===== config.mk =====
export PLATFORM = sky130hd
export DESIGN_NAME = irq_gate_ctrl
export DESIGN_NICKNAME = d
export VERILOG_FILES = /design/src/rtl/irq_gate_pkg.sv /design/src/rtl/irq_pend_reg.sv /design/src/rtl/irq_cfg_regs.sv /design/src/rtl/irq_req_fsm.sv /design/src/rtl/irq_gate_ctrl.sv
export SDC_FILE = /design/constraint.sdc
export NUM_CORES = 1
export LEC_CHECK = 0
export BUFFER_PORTS_ARGS = -buffer_cell sky130_fd_sc_hd__clkbuf_2
export CAP_MARGIN = 0
export CELL_PAD_IN_SITES_DETAIL_PLACEMENT = 0
export CELL_PAD_IN_SITES_GLOBAL_PLACEMENT = 1
export CORE_AREA = 2 2 96 98
export CTS_BUF_LIST = sky130_fd_sc_hd__clkbuf_8
export DETAILED_ROUTE_END_ITERATION = 16
export DIE_AREA = 0 0 98 100
export GPL_ROUTABILITY_DRIVEN = 0
export PLACE_DENSITY = 0.86
export SYNTH_ARGS = -nofsm -noshare
export SYNTH_HDL_FRONTEND = slang
export SYNTH_SLANG_ARGS = --single-unit

===== constraint.sdc =====
create_clock -name clk -period 1.9 [get_ports clk]
set_input_delay 0 -clock clk [delete_from_list [all_inputs] [get_ports clk]]
set_output_delay 0 -clock clk [all_outputs]
set_load 0.01 [all_outputs]

===== src/rtl/irq_gate_pkg.sv =====
package irq_gate_pkg;
    localparam int ADDR_W = 2;
    localparam logic [ADDR_W-1:0] ADDR_STATUS = 2'd0;
    localparam logic [ADDR_W-1:0] ADDR_MASK   = 2'd1;
    localparam logic [ADDR_W-1:0] ADDR_ENABLE = 2'd2;

    typedef enum logic {
        ST_QUIET   = 1'b0,
        ST_PULLING = 1'b1
    } req_state_t;
endpackage


===== src/rtl/irq_pend_reg.sv =====
module irq_pend_reg #(
    parameter int WIDTH = 32
) (
    input  logic             clk,
    input  logic             rst_n,
    input  logic [WIDTH-1:0] evt_i,
    input  logic             clr_i,
    output logic [WIDTH-1:0] pend_o
);
    for (genvar k = 0; k < WIDTH; k++) begin : g_bit
        always_ff @(posedge clk or negedge rst_n) begin
            if (!rst_n) begin
                pend_o[k] <= 1'b0;
            end else if (clr_i) begin
                pend_o[k] <= evt_i[k];
            end else begin
                pend_o[k] <= pend_o[k] | evt_i[k];
            end
        end
    end
endmodule


===== src/rtl/irq_cfg_regs.sv =====
module irq_cfg_regs #(
    parameter int WIDTH = 32
) (
    input  logic                          clk,
    input  logic                          rst_n,
    input  logic                          wr_en_i,
    input  logic [irq_gate_pkg::ADDR_W-1:0] addr_i,
    input  logic [WIDTH-1:0]              wdata_i,
    output logic [WIDTH-1:0]              mask_o,
    output logic                          en_o
);
    import irq_gate_pkg::*;

    always_ff @(posedge clk or negedge rst_n) begin
        if (!rst_n) begin
            mask_o <= '0;
            en_o   <= 1'b0;
        end else if (wr_en_i) begin
            if (addr_i == ADDR_MASK) begin
                mask_o <= wdata_i;
            end
            if (addr_i == ADDR_ENABLE) begin
                en_o <= wdata_i[0];
            end
        end
    end
endmodule


===== src/rtl/irq_req_fsm.sv =====
module irq_req_fsm (
    input  logic clk,
    input  logic rst_n,
    input  logic want_i,
    output logic pull_o
);
    import irq_gate_pkg::*;

    req_state_t state_q;
    req_state_t state_d;

    always_ff @(posedge clk or negedge rst_n) begin
        if (!rst_n) begin
            state_q <= ST_QUIET;
        end else begin
            state_q <= state_d;
        end
    end

    always_comb begin
        state_d = state_q;
        unique case (state_q)
            ST_QUIET:   if (want_i)  state_d = ST_PULLING;
            ST_PULLING: if (!want_i) state_d = ST_QUIET;
            default:    state_d = ST_QUIET;
        endcase
    end

    always_comb begin
        pull_o = (state_q == ST_PULLING);
    end
endmodule


===== src/rtl/irq_gate_ctrl.sv =====
module irq_gate_ctrl #(
    parameter int WIDTH = 32
) (
    input  logic                            clk,
    input  logic                            rst_n,
    input  logic [WIDTH-1:0]                evt_i,
    input  logic                            wr_en_i,
    input  logic                            rd_en_i,
    input  logic [irq_gate_pkg::ADDR_W-1:0] addr_i,
    input  logic [WIDTH-1:0]                wdata_i,
    output logic [WIDTH-1:0]                rdata_o,
    output logic                            irq_pull_low_o
);
    import irq_gate_pkg::*;

    logic [WIDTH-1:0] stat_q;
    logic [WIDTH-1:0] mask_q;
    logic             en_q;
    logic             stat_clr;
    logic             want_irq;
    logic [WIDTH-1:0] rd_sel;

    assign stat_clr = rd_en_i && (addr_i == ADDR_STATUS);
    assign want_irq = en_q && (|(stat_q & mask_q));

    irq_pend_reg #(.WIDTH(WIDTH)) u_pend (
        .clk    (clk),
        .rst_n  (rst_n),
        .evt_i  (evt_i),
        .clr_i  (stat_clr),
        .pend_o (stat_q)
    );

    irq_cfg_regs #(.WIDTH(WIDTH)) u_cfg (
        .clk     (clk),
        .rst_n   (rst_n),
        .wr_en_i (wr_en_i),
        .addr_i  (addr_i),
        .wdata_i (wdata_i),
        .mask_o  (mask_q),
        .en_o    (en_q)
    );

    irq_req_fsm u_fsm (
        .clk    (clk),
        .rst_n  (rst_n),
        .want_i (want_irq),
        .pull_o (irq_pull_low_o)
    );

    always_comb begin
        unique case (addr_i)
            ADDR_STATUS: rd_sel = stat_q;
            ADDR_MASK:   rd_sel = mask_q;
            ADDR_ENABLE: rd_sel = {{(WIDTH-1){1'b0}}, en_q};
            default:     rd_sel = '0;
        endcase
    end

    always_ff @(posedge clk or negedge rst_n) begin
        if (!rst_n) begin
            rdata_o <= '0;
        end else if (rd_en_i) begin
            rdata_o <= rd_sel;
        end
    end
endmodule


After elaboration in Yosys (flattened, before gate mapping)
Index checks and enable logic that the tools add are counted.

Register bits: 98. Logic and storage cells: 111. Input port bits: 70.

Mux-type cells: 34. Reduce and logical (&&, ||, !) cells: 6. Equal/unequal tests: 2. Bitwise logic cells: 33.

Operators by type and width (count): $pmux W32 S3 (1); $mux W1 (33); $and A32 B32 Y32 (1); $or A1 B1 Y1 (32); $reduce_or A32 Y1 (1); $reduce_and A2 Y1 (2); $eq A2 B1 Y1 const B (1); $eq A2 B2 Y1 const B (1); $logic_and A1 B1 Y1 (2); $logic_not A2 Y1 (1).

Longest topological paths before layout
Depth in word-level cells: 4. Depth in mapped cells: 6.

Cells and area by module
Synthesis repeated with hierarchy kept, for this count alone.

Cells, all modules: 303. Area, all modules: 4165.2 um^2.

Modules (own cells, without submodules): irq_gate_ctrl (area each 1687.9 um^2, instances 1, cells an instance 163, sequential area each 800.8 um^2); irq_cfg_regs (area each 1371.3 um^2, instances 1, cells an instance 71, sequential area each 825.8 um^2); irq_pend_reg (area each 1081.0 um^2, instances 1, cells an instance 68, sequential area each 800.8 um^2); irq_req_fsm (area each 25.0 um^2, instances 1, cells an instance 1, sequential area each 25.0 um^2).

Worst setup path before layout
Ideal clock, no wire load.

Path kind: reg-to-reg. Start point: reg u_pend.pend_o[13]. End point: reg u_fsm.state_q, in the netlist u_fsm.pull_o. Stages on the path, launching flop included: 4. Setup slack: 0.728 ns. Arrival time: 1.043 ns. Clock period less this slack: 1.172 ns. Cells stage by stage: dfrtp_1 > a22oi_1 > nand4_1 > o41a_1.

Word-level cells in the longest chain between the ends: 4.

Ends and longest elaborated chain: start, declared (RTL line irq_pend_reg.sv:8) `output logic [WIDTH-1:0] pend_o`; start signal, assigned by index (RTL line irq_pend_reg.sv:15) `pend_o[k] <= evt_i[k];`; start signal, assigned by index (RTL line irq_pend_reg.sv:17) `pend_o[k] <= pend_o[k] | evt_i[k];`; $and A32 B32 Y32 (RTL line irq_gate_ctrl.sv:24) `assign want_irq = en_q && (|(stat_q & mask_q));`; $reduce_or A32 Y1 (RTL line irq_gate_ctrl.sv:24); $logic_and A1 B1 Y1 (RTL line irq_gate_ctrl.sv:24); $mux W1 (RTL line irq_req_fsm.sv:23, irq_req_fsm.sv:24); named net u_fsm.state_d (RTL line irq_req_fsm.sv:10) `req_state_t state_d;`; end signal, assigned (RTL line irq_req_fsm.sv:16) `state_q <= state_d;`; end, declared (RTL line irq_req_fsm.sv:9) `req_state_t state_q;`.

The timed path passes the listed nets, and every way through them passes these cells. A chain may end at the register's enable or synchronous reset.

Worst setup path in the final report
Start point: reg u_pend.pend_o[8]. End point: reg u_fsm.state_q, in the netlist u_fsm.pull_o.

The elaborated chain is that of the path after synthesis.

==> flow_metrics.env <==
export IMPL_pre_cts_ws_ps=516
export IMPL_grt_overflow=0
export IMPL_dieArea_um2=9800
export IMPL_arrival_ps=1630
export IMPL_postCtsSetupBuffers=0
export IMPL_slew_headroom=0.579
export IMPL_core_um2=8890
export IMPL_rows=35
export IMPL_vias_per_cell=5.15
export IMPL_cp_end_kind="register"
export IMPL_post_route_util=0.617
export IMPL_final_common_cell="clkbuf_2"
export IMPL_grt_pass1_vias=3204
export IMPL_ys_seq_elements=98
export IMPL_layout_min_cycle_time_ps=1390
export IMPL_place_area_um2=4640
export IMPL_num_nets_final=540
export IMPL_layout_area_overhead_vs_synth_pct=35.7
export IMPL_drv_slew=0
export IMPL_synthDistinctLibCells=23
export IMPL_grt_pass1_wl_mm=15.9
export IMPL_wl_per_cell_um=16.7
export IMPL_ys_warn_count=0
export IMPL_total_power_mw=4.70
export IMPL_start_kind="register"
export IMPL_dp_hpwl_mm=6.32
export IMPL_syn_instance_count=304
export IMPL_layout_drive_gt1_share=0.266
export IMPL_setup_viol=0
export IMPL_vias=3012
export IMPL_chipHeight_um=100
export IMPL_htreeDepth=3
export IMPL_clkTransAtPathRegs_ps=90
export IMPL_crit_path_max_fanout=3
export IMPL_start_util=0.455
export IMPL_final_setup_worst_slack_ps=510
export IMPL_seq_area_um2=2450
export IMPL_rsz0062_at_grt="false"
export IMPL_io_buffer_count=102
export IMPL_critPathLaunch="u_pend.pend_o[8]"
export IMPL_tritoncts="yes"
export IMPL_diodes=0
export IMPL_synth_area_per_cell_um2=13.3
export IMPL_min_from="wr_en_i"
export IMPL_outcome="finished, final reports clean"
export IMPL_seq_area_frac_synth=0.606
export IMPL_die_w_um=98
export IMPL_cts_resized=0
export IMPL_hold_class="input port to register"
export IMPL_antenna_found_initial=0
export IMPL_cts_buffer_depth=2
export IMPL_hold_path_endpoint="u_cfg.en_o"
export IMPL_synthesis_nets=374
export IMPL_track_usage=0.210
export IMPL_grt_max_degree=64
export IMPL_drc=0
export IMPL_hold_viol_final=0
export IMPL_fin_tns_setup_ps=0
export IMPL_crit_required_ps=2140
export IMPL_fmax_mhz=719
export IMPL_ioPinCount=103
export IMPL_cts_root_buf="clkbuf_8"
export IMPL_final_area_um2=5490
export IMPL_rr_worst_depth=3
export IMPL_reg2reg_from="u_pend.pend_o[8]"
export IMPL_antenna_left=0
export IMPL_r2r_end="u_fsm.pull_o"
export IMPL_dr_pass1_iters=6
export IMPL_synth_area_um2=4040
export IMPL_routed_wl_mm=9.78
export IMPL_peakVddDrop_mv=0.427
export IMPL_multi_input_area_um2=1350
export IMPL_power_density_nw_per_um2=856
export IMPL_p_leak_nw=2.61
export IMPL_clk_latency_ps=360
export IMPL_drt_iter0_drc=89
export IMPL_worstMarginPinSlew_ps=632
export IMPL_hold_depth=4
export IMPL_r2r_setup_slack_ps=510
export IMPL_layout_common_cells="clkbuf_2, dfrtp_1, dlygate4sd3_1"
export IMPL_ctsHoldBuffers=65
export IMPL_cts_made_buffers=9
export IMPL_cts_sinks=98
export IMPL_fill_cells=733
export IMPL_finalCritPeriodShare=0.732
export IMPL_crit_type="register to register"
export IMPL_skew_ps=12.0
export IMPL_maxCapViolations=0
worst max-delay path by stage:
| stage | to | slack (ps) | cells after the start |
|---|---|---|---|
| floorplan | u_fsm.pull_o | 730 | 3 |
| global placement | u_fsm.pull_o | 500 | 3 |
| detailed placement | u_fsm.pull_o | 520 | 3 |
| CTS | u_fsm.pull_o | 500 | 3 |
| global route | u_fsm.pull_o | 470 | 3 |
| finish | u_fsm.pull_o | 510 | 3 |
per-layer routing:
layer | wire length, um | global-route usage | part of all wire | vias to the layer above
met5 | 0 | 0 | 0 | -
met4 | 165 | 0.0780 | 0.017 | 0
met3 | 339 | 0.0397 | 0.035 | 12
met2 | 4730 | 0.347 | 0.48 | 72
met1 | 4550 | 0.278 | 0.46 | 1509
li1 | - | - | - | 1419
cell usage after synthesis:
library cell	count	share of area
nor2_1	1	0.00093
mux2_2	1	0.0028
o41a_1	1	0.0028
mux2i_1	32	0.079
nand3b_4	1	0.0050
nand2b_4	1	0.0034
dfrtp_1	98	0.61
o22ai_1	31	0.048
buf_6	1	0.0028
buf_8	3	0.011
buf_4	1	0.0019
o211ai_1	1	0.0019
or2_1	1	0.0015
a22oi_1	16	0.030
buf_2	8	0.0099
mux2_1	32	0.089
a21o_1	32	0.059
nand2_1	1	0.00093
clkbuf_1	5	0.0046
nand3b_1	1	0.0019
inv_1	31	0.029
nand4_1	4	0.0062
o21a_1	1	0.0019
layout make-up:
cell class	count	share of cell area
well taps	111	0.0253
multi-input cells	157	0.247
inverters	31	0.0212
clock buffers	10	0.0251
repair buffers	173	0.225
flip-flops and latches	98	0.447
clock inverters	5	0.0100
flip-flops by register name, indices dropped and copies added, names as in the netlist:
register       flops
u_cfg.en_o         1
u_fsm.pull_o       1
rdata_o           32
u_cfg.mask_o      32
u_pend.pend_o     32
stage by stage:
step,std cells,hold slack [ps]
finish,585,111
global route,585,113
CTS,585,89.3
detailed placement,505,-12.0
global placement,505,-12.4
floorplan,304,-296
kinds of logic (layout without fill, tap and decap cells):
| family | Yosys count | after routing | share of synthesized area |
|---|---|---|---|
| flip-flops | 98 | 98 | 0.606 |
| AO/OA/AOI/OAI | 82 | 82 | 0.144 |
| multiplexers | 65 | 65 | 0.171 |
| AND/OR/NAND/NOR | 10 | 10 | 0.0198 |
| buffers and inverters | 49 | 219 | 0.0591 |
where the power goes:
group / switching [mW] / internal [mW] / leakage, nW
sequential: 0.186 / 2.34 / 1.11
clock: 0.714 / 0.633 / 0.0941
combinational: 0.383 / 0.444 / 1.41
total: 1.28 / 3.42 / 2.61
worst max-delay path: stages, from the launching register on:
cell,delay [ps]
dfrtp_1,400
a22oi_1,300
nand4_1,140
o41a_1,440
Note: power is estimated with default switching activity, not from simulation.
